$ cat src/rtl/irq_bank_pkg.sv
`timescale 1ns/1ps
// Package irq_bank_pkg
// Shared register selector type and register byte offsets for the
// interrupt enable/pending bank. Offsets assume a bus address of at
// least 4 bits.
package irq_bank_pkg;

    typedef enum logic [1:0] {
        SEL_NONE    = 2'd0,
        SEL_EN_SET  = 2'd1,
        SEL_EN_CLR  = 2'd2,
        SEL_PND_SET = 2'd3
    } reg_sel_e;

    localparam logic [3:0] OFF_EN_SET  = 4'h0;
    localparam logic [3:0] OFF_EN_CLR  = 4'h4;
    localparam logic [3:0] OFF_PND_SET = 4'h8;

endpackage

$ cat src/rtl/irq_bus_decode.sv
`timescale 1ns/1ps
// Module irq_bus_decode
// Turns a bus request into a register selector plus read and write
// strobes. Pure combinational logic. Assumes ADDR_W >= 4. Unmapped
// offsets decode to SEL_NONE.
module irq_bus_decode
    import irq_bank_pkg::*;
#(
    parameter int ADDR_W = 4
) (
    input  logic              bus_sel,
    input  logic              bus_wr,
    input  logic [ADDR_W-1:0] bus_addr,
    output reg_sel_e          reg_sel,
    output logic              wr_stb,
    output logic              rd_stb
);

    localparam int PAD_W = ADDR_W - 4;

    logic [ADDR_W-1:0] off_en_set;
    logic [ADDR_W-1:0] off_en_clr;
    logic [ADDR_W-1:0] off_pnd_set;

    generate
        if (PAD_W > 0) begin : g_pad
            assign off_en_set  = {{PAD_W{1'b0}}, OFF_EN_SET};
            assign off_en_clr  = {{PAD_W{1'b0}}, OFF_EN_CLR};
            assign off_pnd_set = {{PAD_W{1'b0}}, OFF_PND_SET};
        end else begin : g_nopad
            assign off_en_set  = OFF_EN_SET;
            assign off_en_clr  = OFF_EN_CLR;
            assign off_pnd_set = OFF_PND_SET;
        end
    endgenerate

    // Map the offset to a register selector.
    always_comb begin
        if (bus_addr == off_en_set)       reg_sel = SEL_EN_SET;
        else if (bus_addr == off_en_clr)  reg_sel = SEL_EN_CLR;
        else if (bus_addr == off_pnd_set) reg_sel = SEL_PND_SET;
        else                              reg_sel = SEL_NONE;
    end

    // Split the request into write and read strobes.
    always_comb begin
        wr_stb = bus_sel &  bus_wr;
        rd_stb = bus_sel & ~bus_wr;
    end

endmodule

$ cat src/rtl/irq_enable_reg.sv
`timescale 1ns/1ps
// Module irq_enable_reg
// Holds one enable bit per line. The set and clear masks come from
// separate registers, so both are never nonzero in one cycle. Clear
// is applied after set, so clear would win if both were ever present.
module irq_enable_reg #(
    parameter int NUM_LINES = 32
) (
    input  logic                 clk,
    input  logic                 rst_n,
    input  logic [NUM_LINES-1:0] set_mask,
    input  logic [NUM_LINES-1:0] clr_mask,
    output logic [NUM_LINES-1:0] en_q
);

    // Update enable bits from the write-one-to-set and write-one-to-clear masks.
    always_ff @(posedge clk) begin
        if (!rst_n) en_q <= '0;
        else        en_q <= (en_q | set_mask) & ~clr_mask;
    end

endmodule

$ cat src/rtl/irq_pending_reg.sv
`timescale 1ns/1ps
// Module irq_pending_reg
// Holds one pending bit per line. A line level, or a software set,
// takes priority over an acknowledge that targets the same line in
// the same cycle.
module irq_pending_reg #(
    parameter int NUM_LINES = 32
) (
    input  logic                 clk,
    input  logic                 rst_n,
    input  logic [NUM_LINES-1:0] line_req,
    input  logic [NUM_LINES-1:0] sw_set,
    input  logic [NUM_LINES-1:0] ack_mask,
    output logic [NUM_LINES-1:0] pend_q
);

    logic [NUM_LINES-1:0] pend_d;

    // Clear acknowledged bits first, then apply the set sources.
    always_comb pend_d = (pend_q & ~ack_mask) | line_req | sw_set;

    // Store the pending state.
    always_ff @(posedge clk) begin
        if (!rst_n) pend_q <= '0;
        else        pend_q <= pend_d;
    end

endmodule

$ cat src/rtl/irq_lowest_pick.sv
`timescale 1ns/1ps
// Module irq_lowest_pick
// Combinational priority picker. Returns the lowest set index of req
// and a flag that is high when any bit is set. The index is 0 when
// no bit is set.
module irq_lowest_pick #(
    parameter int NUM_LINES = 32,
    parameter int IDX_W     = $clog2(NUM_LINES)
) (
    input  logic [NUM_LINES-1:0] req,
    output logic                 found,
    output logic [IDX_W-1:0]     idx
);

    // Scan from the top down so that the lowest set bit is the last to write idx.
    always_comb begin
        idx = '0;
        for (int i = NUM_LINES - 1; i >= 0; i--) begin
            if (req[i]) idx = IDX_W'(i);
        end
    end

    // Flag the presence of any request.
    always_comb found = |req;

endmodule

$ cat src/rtl/irq_en_pend_bank.sv
`timescale 1ns/1ps
// Module irq_en_pend_bank (top)
// Register bank with an enable bit and a pending bit per interrupt line,
// reached through a word-wide bus with registered read data. Drives the
// pending-and-enabled vector and the lowest active index.
// Assumes NUM_LINES <= BUS_W, ADDR_W >= 4 and a single bus master.
module irq_en_pend_bank
    import irq_bank_pkg::*;
#(
    parameter int NUM_LINES = 32,
    parameter int BUS_W     = 32,
    parameter int ADDR_W    = 4,
    parameter int IDX_W     = $clog2(NUM_LINES)
) (
    input  logic                 clk,
    input  logic                 rst_n,
    input  logic                 bus_sel,
    input  logic                 bus_wr,
    input  logic [ADDR_W-1:0]    bus_addr,
    input  logic [BUS_W-1:0]     bus_wdata,
    output logic [BUS_W-1:0]     bus_rdata,
    input  logic [NUM_LINES-1:0] irq_in,
    input  logic                 ack_valid,
    input  logic [IDX_W-1:0]     ack_idx,
    output logic [NUM_LINES-1:0] irq_active,
    output logic                 win_valid,
    output logic [IDX_W-1:0]     win_idx
);

    reg_sel_e             reg_sel;
    logic                 wr_stb;
    logic                 rd_stb;
    logic [NUM_LINES-1:0] wr_bits;
    logic [NUM_LINES-1:0] en_set_mask;
    logic [NUM_LINES-1:0] en_clr_mask;
    logic [NUM_LINES-1:0] pnd_set_mask;
    logic [NUM_LINES-1:0] ack_mask;
    logic [NUM_LINES-1:0] en_q;
    logic [NUM_LINES-1:0] pend_q;
    logic [BUS_W-1:0]     rd_word;

    irq_bus_decode #(.ADDR_W(ADDR_W)) dec_i (
        .bus_sel (bus_sel),
        .bus_wr  (bus_wr),
        .bus_addr(bus_addr),
        .reg_sel (reg_sel),
        .wr_stb  (wr_stb),
        .rd_stb  (rd_stb)
    );

    // Keep the write data bits that map to lines.
    always_comb wr_bits = bus_wdata[NUM_LINES-1:0];

    // Route the write data to the mask of the addressed register.
    always_comb begin
        en_set_mask  = (wr_stb && reg_sel == SEL_EN_SET)  ? wr_bits : '0;
        en_clr_mask  = (wr_stb && reg_sel == SEL_EN_CLR)  ? wr_bits : '0;
        pnd_set_mask = (wr_stb && reg_sel == SEL_PND_SET) ? wr_bits : '0;
    end

    // Decode the acknowledge index into a one-hot clear mask.
    generate
        for (genvar g = 0; g < NUM_LINES; g++) begin : g_ack
            assign ack_mask[g] = ack_valid && (ack_idx == IDX_W'(g));
        end
    endgenerate

    irq_enable_reg #(.NUM_LINES(NUM_LINES)) en_i (
        .clk     (clk),
        .rst_n   (rst_n),
        .set_mask(en_set_mask),
        .clr_mask(en_clr_mask),
        .en_q    (en_q)
    );

    irq_pending_reg #(.NUM_LINES(NUM_LINES)) pnd_i (
        .clk     (clk),
        .rst_n   (rst_n),
        .line_req(irq_in),
        .sw_set  (pnd_set_mask),
        .ack_mask(ack_mask),
        .pend_q  (pend_q)
    );

    // Combine pending and enable into the active vector.
    always_comb irq_active = pend_q & en_q;

    irq_lowest_pick #(.NUM_LINES(NUM_LINES), .IDX_W(IDX_W)) pick_i (
        .req  (irq_active),
        .found(win_valid),
        .idx  (win_idx)
    );

    // Select the read word for the addressed register.
    always_comb begin
        rd_word = '0;
        case (reg_sel)
            SEL_EN_SET,
            SEL_EN_CLR:  rd_word[NUM_LINES-1:0] = en_q;
            SEL_PND_SET: rd_word[NUM_LINES-1:0] = pend_q;
            default:     rd_word = '0;
        endcase
    end

    // Register the read data on a read request and hold it otherwise.
    always_ff @(posedge clk) begin
        if (!rst_n)      bus_rdata <= '0;
        else if (rd_stb) bus_rdata <= rd_word;
    end

endmodule

$ cat config.mk
export PLATFORM = sky130hd
export DESIGN_NAME = irq_en_pend_bank
export DESIGN_NICKNAME = d
export VERILOG_FILES = /design/src/rtl/irq_bank_pkg.sv /design/src/rtl/irq_bus_decode.sv /design/src/rtl/irq_enable_reg.sv /design/src/rtl/irq_pending_reg.sv /design/src/rtl/irq_lowest_pick.sv /design/src/rtl/irq_en_pend_bank.sv
export SDC_FILE = /design/constraint.sdc
export NUM_CORES = 1
export LEC_CHECK = 0
export BUFFER_PORTS_ARGS = -buffer_cell sky130_fd_sc_hd__buf_4
export CAP_MARGIN = 40
export CORE_MARGIN = 2
export CORE_UTILIZATION = 40
export CTS_BUF_LIST = sky130_fd_sc_hd__clkbuf_8
export DETAILED_ROUTE_END_ITERATION = 10
export PLACE_DENSITY = 0.71
export SKIP_LAST_GASP = 1
export SYNTH_ARGS = -nofsm -noshare
export SYNTH_HDL_FRONTEND = slang
export SYNTH_SLANG_ARGS = --single-unit
$ cat constraint.sdc
create_clock -name clk -period 4.1 [get_ports clk]
set_input_delay 1.23 -clock clk [delete_from_list [all_inputs] [get_ports clk]]
set_output_delay 1.23 -clock clk [all_outputs]
set_load 0.005 [all_outputs]
Word-level counts from Yosys, hierarchy flattened
Cells that the tools add are included.
{ "totals": {"mem_bits_ro": 0, "output_inout_bits": 70, "latch_bits": 0, "elab_cells": 128, "reg_bits": 96, "input_bits": 78, "mem_bits_rw": 0, "memories": 0} }
{ "op_classes": {"bitwise": 11, "reduce_logical": 39, "n_eq_ne": 36, "muxes": 39, "shift": 0, "multipliers": 0, "n_div": 0, "addsub": 0, "magnitude_cmp": 0} }
{ "ops": {"columns": ["operator", "n"], "rows": [
  ["2-to-1 mux 5 bit", 32],
  ["AND 32 bit", 3],
  ["2-to-1 mux 32 bit", 3],
  ["OR 32 bit", 3],
  ["== test 5 bit (second input constant)", 16],
  ["inverter 32 bit", 2],
  ["case mux 32 bit (2 select lines)", 1],
  ["== test 5 x 4 -> 1 bit (second input constant)", 8],
  ["logical AND 1 bit", 35],
  ["OR reduction 32 bit", 1],
  ["== test 5 x 3 -> 1 bit (second input constant)", 4],
  ["== test 5 x 2 -> 1 bit (second input constant)", 2],
  ["2-to-1 mux 2 bit", 3],
  ["== test 5 x 1 -> 1 bit (second input constant)", 1],
  ["zero test 5 bit", 1],
  ["== test 2 bit (second input constant)", 2],
  ["== test 4 x 3 -> 1 bit (second input constant)", 1],
  ["== test 4 bit (second input constant)", 1],
  ["zero test 4 bit", 1],
  ["AND 1 bit", 2],
  ["== test 2 x 1 -> 1 bit (second input constant)", 1],
  ["OR reduction 2 bit", 1],
  ["inverter 1 bit", 1]
]} }

Logic depth before layout (Yosys ltp)
{ "depth": {"depth_word": 33, "mapped_depth": 10, "ltp_nobuf": 8} }

Cells and area by module
A second synthesis with hierarchy kept.
{ "unflattened": {"hier_cells": 580, "area_unflattened_um2": 5200.0} }
{ "modules_own_cells": {"columns": ["module", "cells_per_inst", "seq_area_each_um2", "instances", "area_each_um2"], "rows": [
  ["irq_en_pend_bank", 312, 640.6, 1, 2398.6],
  ["irq_pending_reg", 99, 640.6, 1, 1194.9],
  ["irq_enable_reg", 99, 640.6, 1, 1184.9],
  ["irq_lowest_pick", 65, 0.0, 1, 385.4],
  ["irq_bus_decode", 5, 0.0, 1, 36.3]
]} }

Worst setup path before layout
OpenSTA, ideal clock, no wires.
{ "synth_path": {"path_kind": "input-to-reg", "from": "input port bus_addr[2]", "to": "register pnd_i.pend_q[10]", "setup_ns": 0.076, "arrival_ns": 2.733, "n_path_buf": 3, "stages": 10, "t_required_ns": 4.024, "path_slack_ns": 1.291, "cell_sequence": "xnor2_1 -> or3_1 -> inv_1 -> ha_1 -> clkbuf_1 -> and3_1 -> clkbuf_1 -> buf_2 -> a21oi_1 -> a21boi_0"} }
{ "synth_via": {"elab_chain_cells": 8, "word_cells_on_any_way": 10, "cone_classes": "3 x eq/ne; 4 x mux; 1 x bitwise; 2 x reduce/logical"} }
{ "synth_lines": {"columns": ["item", "line", "source"], "rows": [
  ["from (decl)", "irq_en_pend_bank.sv:19", "input logic [ADDR_W-1:0] bus_addr,"],
  ["== test 4 bit", "irq_bus_decode.sv:41", "else if (bus_addr == off_pnd_set) reg_sel = SEL_PND_SET;"],
  ["2-to-1 mux 2 bit", "irq_bus_decode.sv:41", null],
  ["2-to-1 mux 2 bit", "irq_bus_decode.sv:40", "else if (bus_addr == off_en_clr) reg_sel = SEL_EN_CLR;"],
  ["2-to-1 mux 2 bit (*)", "irq_bus_decode.sv:39", "if (bus_addr == off_en_set) reg_sel = SEL_EN_SET;"],
  ["== test 2 bit (*)", "irq_en_pend_bank.sv:58", "pnd_set_mask = (wr_stb && reg_sel == SEL_PND_SET) ? wr_bits : '0;"],
  ["logical AND 1 bit (*)", "irq_en_pend_bank.sv:58", null],
  ["2-to-1 mux 32 bit (*)", "irq_en_pend_bank.sv:58", null],
  ["OR 32 bit (*)", "irq_pending_reg.sv:20", "always_comb pend_d = (pend_q & ~ack_mask) | line_req | sw_set;"],
  ["to (signal assigned)", "irq_pending_reg.sv:25", "else pend_q <= pend_d;"],
  ["to (decl)", "irq_pending_reg.sv:14", "output logic [NUM_LINES-1:0] pend_q"]
]} }
Mark *: on every way between the ends. The rest lies on a longest branch, timed or not.
A chain may end at the register's enable or synchronous reset.

Worst setup path in the final report
{ "layout_path": {"from": "register en_i.en_q[25]", "to": "output port win_idx[2]"} }
{ "layout_via": {"elab_chain_cells": 27} }
{ "layout_lines": {"columns": ["item", "line", "source"], "rows": [
  ["from (decl)", "irq_enable_reg.sv:13", "output logic [NUM_LINES-1:0] en_q"],
  ["from (signal assigned)", "irq_enable_reg.sv:19", "else en_q <= (en_q | set_mask) & ~clr_mask;"],
  ["AND 32 bit", "irq_en_pend_bank.sv:86", "always_comb irq_active = pend_q & en_q;"],
  ["2-to-1 mux 5 bit (26 in a row)", "irq_lowest_pick.sv:19", "if (req[i]) idx = IDX_W'(i);"],
  ["to (decl)", "irq_en_pend_bank.sv:27", "output logic [IDX_W-1:0] win_idx"]
]} }
No other way between the ends.

==> run_results.csv <==
group,metric,value,unit
final_layout,num_antenna_cells,0,
setup_path,critical_path.max_fanout,4,
yosys,syn_area,0.004682,mm^2
grt,grt_pass1_vias,4712,
power,leakage,2.701,nW
grt,grt_max_degree,97,
clocking,cts_buffer_depth,2,
die,rows,39,
timing,timing.final.crit_period,3.438,ns
yosys,seq_area_frac_synth,41.05,%
die,initial_utilization,41.00,%
drt,via_per_inst,5.608,
final_layout,area_growth,29.56,%
clocking,cts_root_buffer,"clkbuf_8",
clocking,clkTransAtPathRegs,0.10,ns
clocking,cts_setup_buffers,0,
worst_hold_path,hold_end,"pnd_i.pend_q[7]",
place,place_hpwl,10.84,mm
yosys,synth_warnings,0,
drt,drc,0,
yosys,ys_types,41,
die,die_h,112.2,um
clocking,cts_tree,"built",
final_layout,fin_area,0.006066,mm^2
setup_path,max_stage_delay,0.43,ns
worst_hold_path,hold_class,"flop to flop",
setup_path,cp-start-kind,"flop",
setup_path,regToRegEndpoint,"bus_rdata[30]",
yosys,synth_fp_nets,676,
grt,grt_first_pass_wirelength,23.76,mm
timing,fmax,0.2909,GHz
grt,antenna_found_initial,0,
die,io-pin-count,148,
setup_path,cp.arrival,2.21,ns
die,coreArea,0.01142,mm^2
setup_path,cpMaxStageDelayCell,"a311oi_1",
power,power.density,299.6,mW/mm^2
timing,tightest_slew,0.8745,ns
timing,max-slew-margin-rel,41.51,%
power,finalPower,1.818,mW
drt,drt-total-wl,15.22,mm
setup_path,crit_chain,"a22oi_1 > o211ai_1 > a21oi_1 > o21bai_1 > a311oi_1 > buf_4",
clocking,cts.sinks,96,
setup_path,r2r_cells,3,
timing,tns,0,ns
timing,fin_skew,0.009586,ns
timing,rsz0062_at_grt,"false",
worst_hold_path,min_path_cells,2,
grt,gr-total-overflow,0,
timing,setup_viol,0,
clocking,hold_buffers,0,
final_layout,drive_gt1_share,24.42,%
final_layout,final_util,53.12,%
timing,hold_viol,0,
setup_path,worstSetupPathType,"flop to primary output",
drt,wire_per_inst,17.45,um
yosys,syn_inst,595,
die,dieArea,0.01259,mm^2
die,die_w,112.2,um
worst_hold_path,hp-start,"pnd_i.pend_q[7]",
drt,first_pass_iters,5,
final_layout,fillers,1117,
timing,maxSlewViolCount,0,
yosys,ys_ff_latch,96,
outcome,status,"complete, no violations",
setup_path,r2r_slack,3.15,ns
timing,min_period_over_period,83.85,%
clocking,cts-buffers-inserted,9,
clocking,ctsResizeCount,0,
place,gp_congestion,0.8949,
drt,drtIter0Drc,358,
setup_path,timing.rr.start,"en_i.en_q[30]",
power,vdd_ir_drop_max,0.1647,mV
drt,antenna_left,0,
place,dpl_cell_area,0.005872,mm^2
drt,vias,4890,
setup_path,cp.required,2.87,ns
final_layout,fin_nets,805,
job,cap_violations,0,
clocking,htreeDepth,3,
place,port-buffer-count,147,
setup_path,end_kind,"primary output",
grt,grt.total_usage,23.52,%
clocking,worstSkewPairLatency,0.36,ns
yosys,avgSynthCellArea,7.869,um^2
-- final cells by class --
| class | instances | area, um^2 | area share [%] |
|---|---|---|---|
| Sequential cell | 96 | 1922 | 31.68 |
| Inverter | 19 | 71.32 | 1.176 |
| Multi-Input combinational cell | 444 | 2544 | 41.93 |
| Tap cell | 143 | 178.9 | 2.950 |
| Clock inverter | 7 | 70.07 | 1.155 |
| Timing Repair Buffer | 154 | 1156 | 19.06 |
| Clock buffer | 9 | 123.9 | 2.042 |
-- worst max-delay path, delay by kind of cell, from the launching register on --
kind / cells / cell delay (ns)
AOI/OAI and AO/OA: 5 / 1.31
DFF: 1 / 0.36
buffers and inverters: 1 / 0.19
-- cell families after synthesis --
group	share of synthesized area [%]
AND/OR/NAND/NOR	21.54
flip-flops	41.05
AO/OA/AOI/OAI	31.61
XOR/XNOR	0.1871
adder cells (fa/ha/maj)	0.8018
buffers and inverters	4.810
-- cells in the mapped netlist, drive strengths merged --
| master | n | share of area (%) |
|---|---|---|
| a2111oi | 1 | 0.32 |
| a211oi | 2 | 0.32 |
| a21boi | 32 | 5.1 |
| a21oi | 70 | 7.5 |
| a221oi | 1 | 0.19 |
| a22o | 37 | 7.0 |
| a22oi | 37 | 5.9 |
| a311o | 1 | 0.21 |
| a311oi | 1 | 0.19 |
| a41o | 1 | 0.21 |
| and2 | 15 | 2.1 |
| and3 | 2 | 0.27 |
| buf | 13 | 1.4 |
| clkbuf | 23 | 1.8 |
| dfxtp | 96 | 41 |
| ha | 3 | 0.80 |
| inv | 19 | 1.5 |
| nand2 | 90 | 7.2 |
| nand2b | 6 | 0.80 |
| nand3 | 9 | 0.96 |
| nand4 | 3 | 0.40 |
| nand4b | 1 | 0.19 |
| nor2 | 47 | 3.8 |
| nor2b | 36 | 4.8 |
| nor3 | 4 | 0.64 |
| nor3b | 1 | 0.16 |
| o211ai | 2 | 0.32 |
| o21ai | 36 | 3.8 |
| o21bai | 1 | 0.16 |
| o221ai | 1 | 0.19 |
| o22ai | 1 | 0.13 |
| or2 | 1 | 0.13 |
| or3 | 1 | 0.13 |
| xnor2 | 1 | 0.19 |
-- state kept, by name, summed over array words and instances, names as in the netlist --
name and flops:
bus_rdata 32, en_i.en_q 32, pnd_i.pend_q 32
-- cell usage in the layout, fill, tap and decap left out, drive strengths merged, types with 3 or more instances in the layout --
cell type and count:
buf 154, dfxtp 96, nand2 90, a21oi 70
nor2 47, a22oi 37, a22o 37, nor2b 36
o21ai 36, a21boi 32, inv 21, and2 15
nand3 9, clkbuf 9, nand2b 6, nor3 4
nand4 3, ha 3, clkinv 3
-- where the power goes --
part           internal (mW)  total, mW  switching [mW]
sequential             0.957      0.978          0.0208
combinational         0.0947      0.202           0.108
clock                  0.284      0.637           0.353
-- worst max-delay path by stage --
stage | slack, ns | depth (start not counted) | start | endpoint
after floorplan | 1.29 | 10 | bus_addr[2] | pnd_i.pend_q[10]
after global placement | 0.84 | 8 | bus_addr[3] | bus_rdata[9]
after detailed placement | 0.78 | 8 | bus_addr[3] | bus_rdata[2]
after CTS | 0.74 | 6 | en_i.en_q[25] | win_idx[2]
after global routing | 0.64 | 6 | en_i.en_q[25] | win_idx[2]
final | 0.66 | 6 | en_i.en_q[25] | win_idx[2]
-- per-layer routing --
layer | vias to the layer above | GRT usage, % | routed length (um)
li1 | 2358 | - | -
met1 | 2302 | 31.02 | 6594
met2 | 199 | 38.07 | 7126
met3 | 31 | 4.428 | 1044
met4 | 0 | 9.593 | 453
met5 | - | 0 | 0
-- through the flow --
stage / hold slack (ns) / std cells / setup slack (ns)
after floorplan: 0.4521 / 595 / 1.291
after global placement: 0.4745 / 856 / 0.8446
after detailed placement: 0.4872 / 856 / 0.7795
after CTS: 0.4979 / 872 / 0.7367
after global routing: 0.5288 / 872 / 0.6360
final: 0.4971 / 872 / 0.6623
Power figures use the tool's default switching activity.
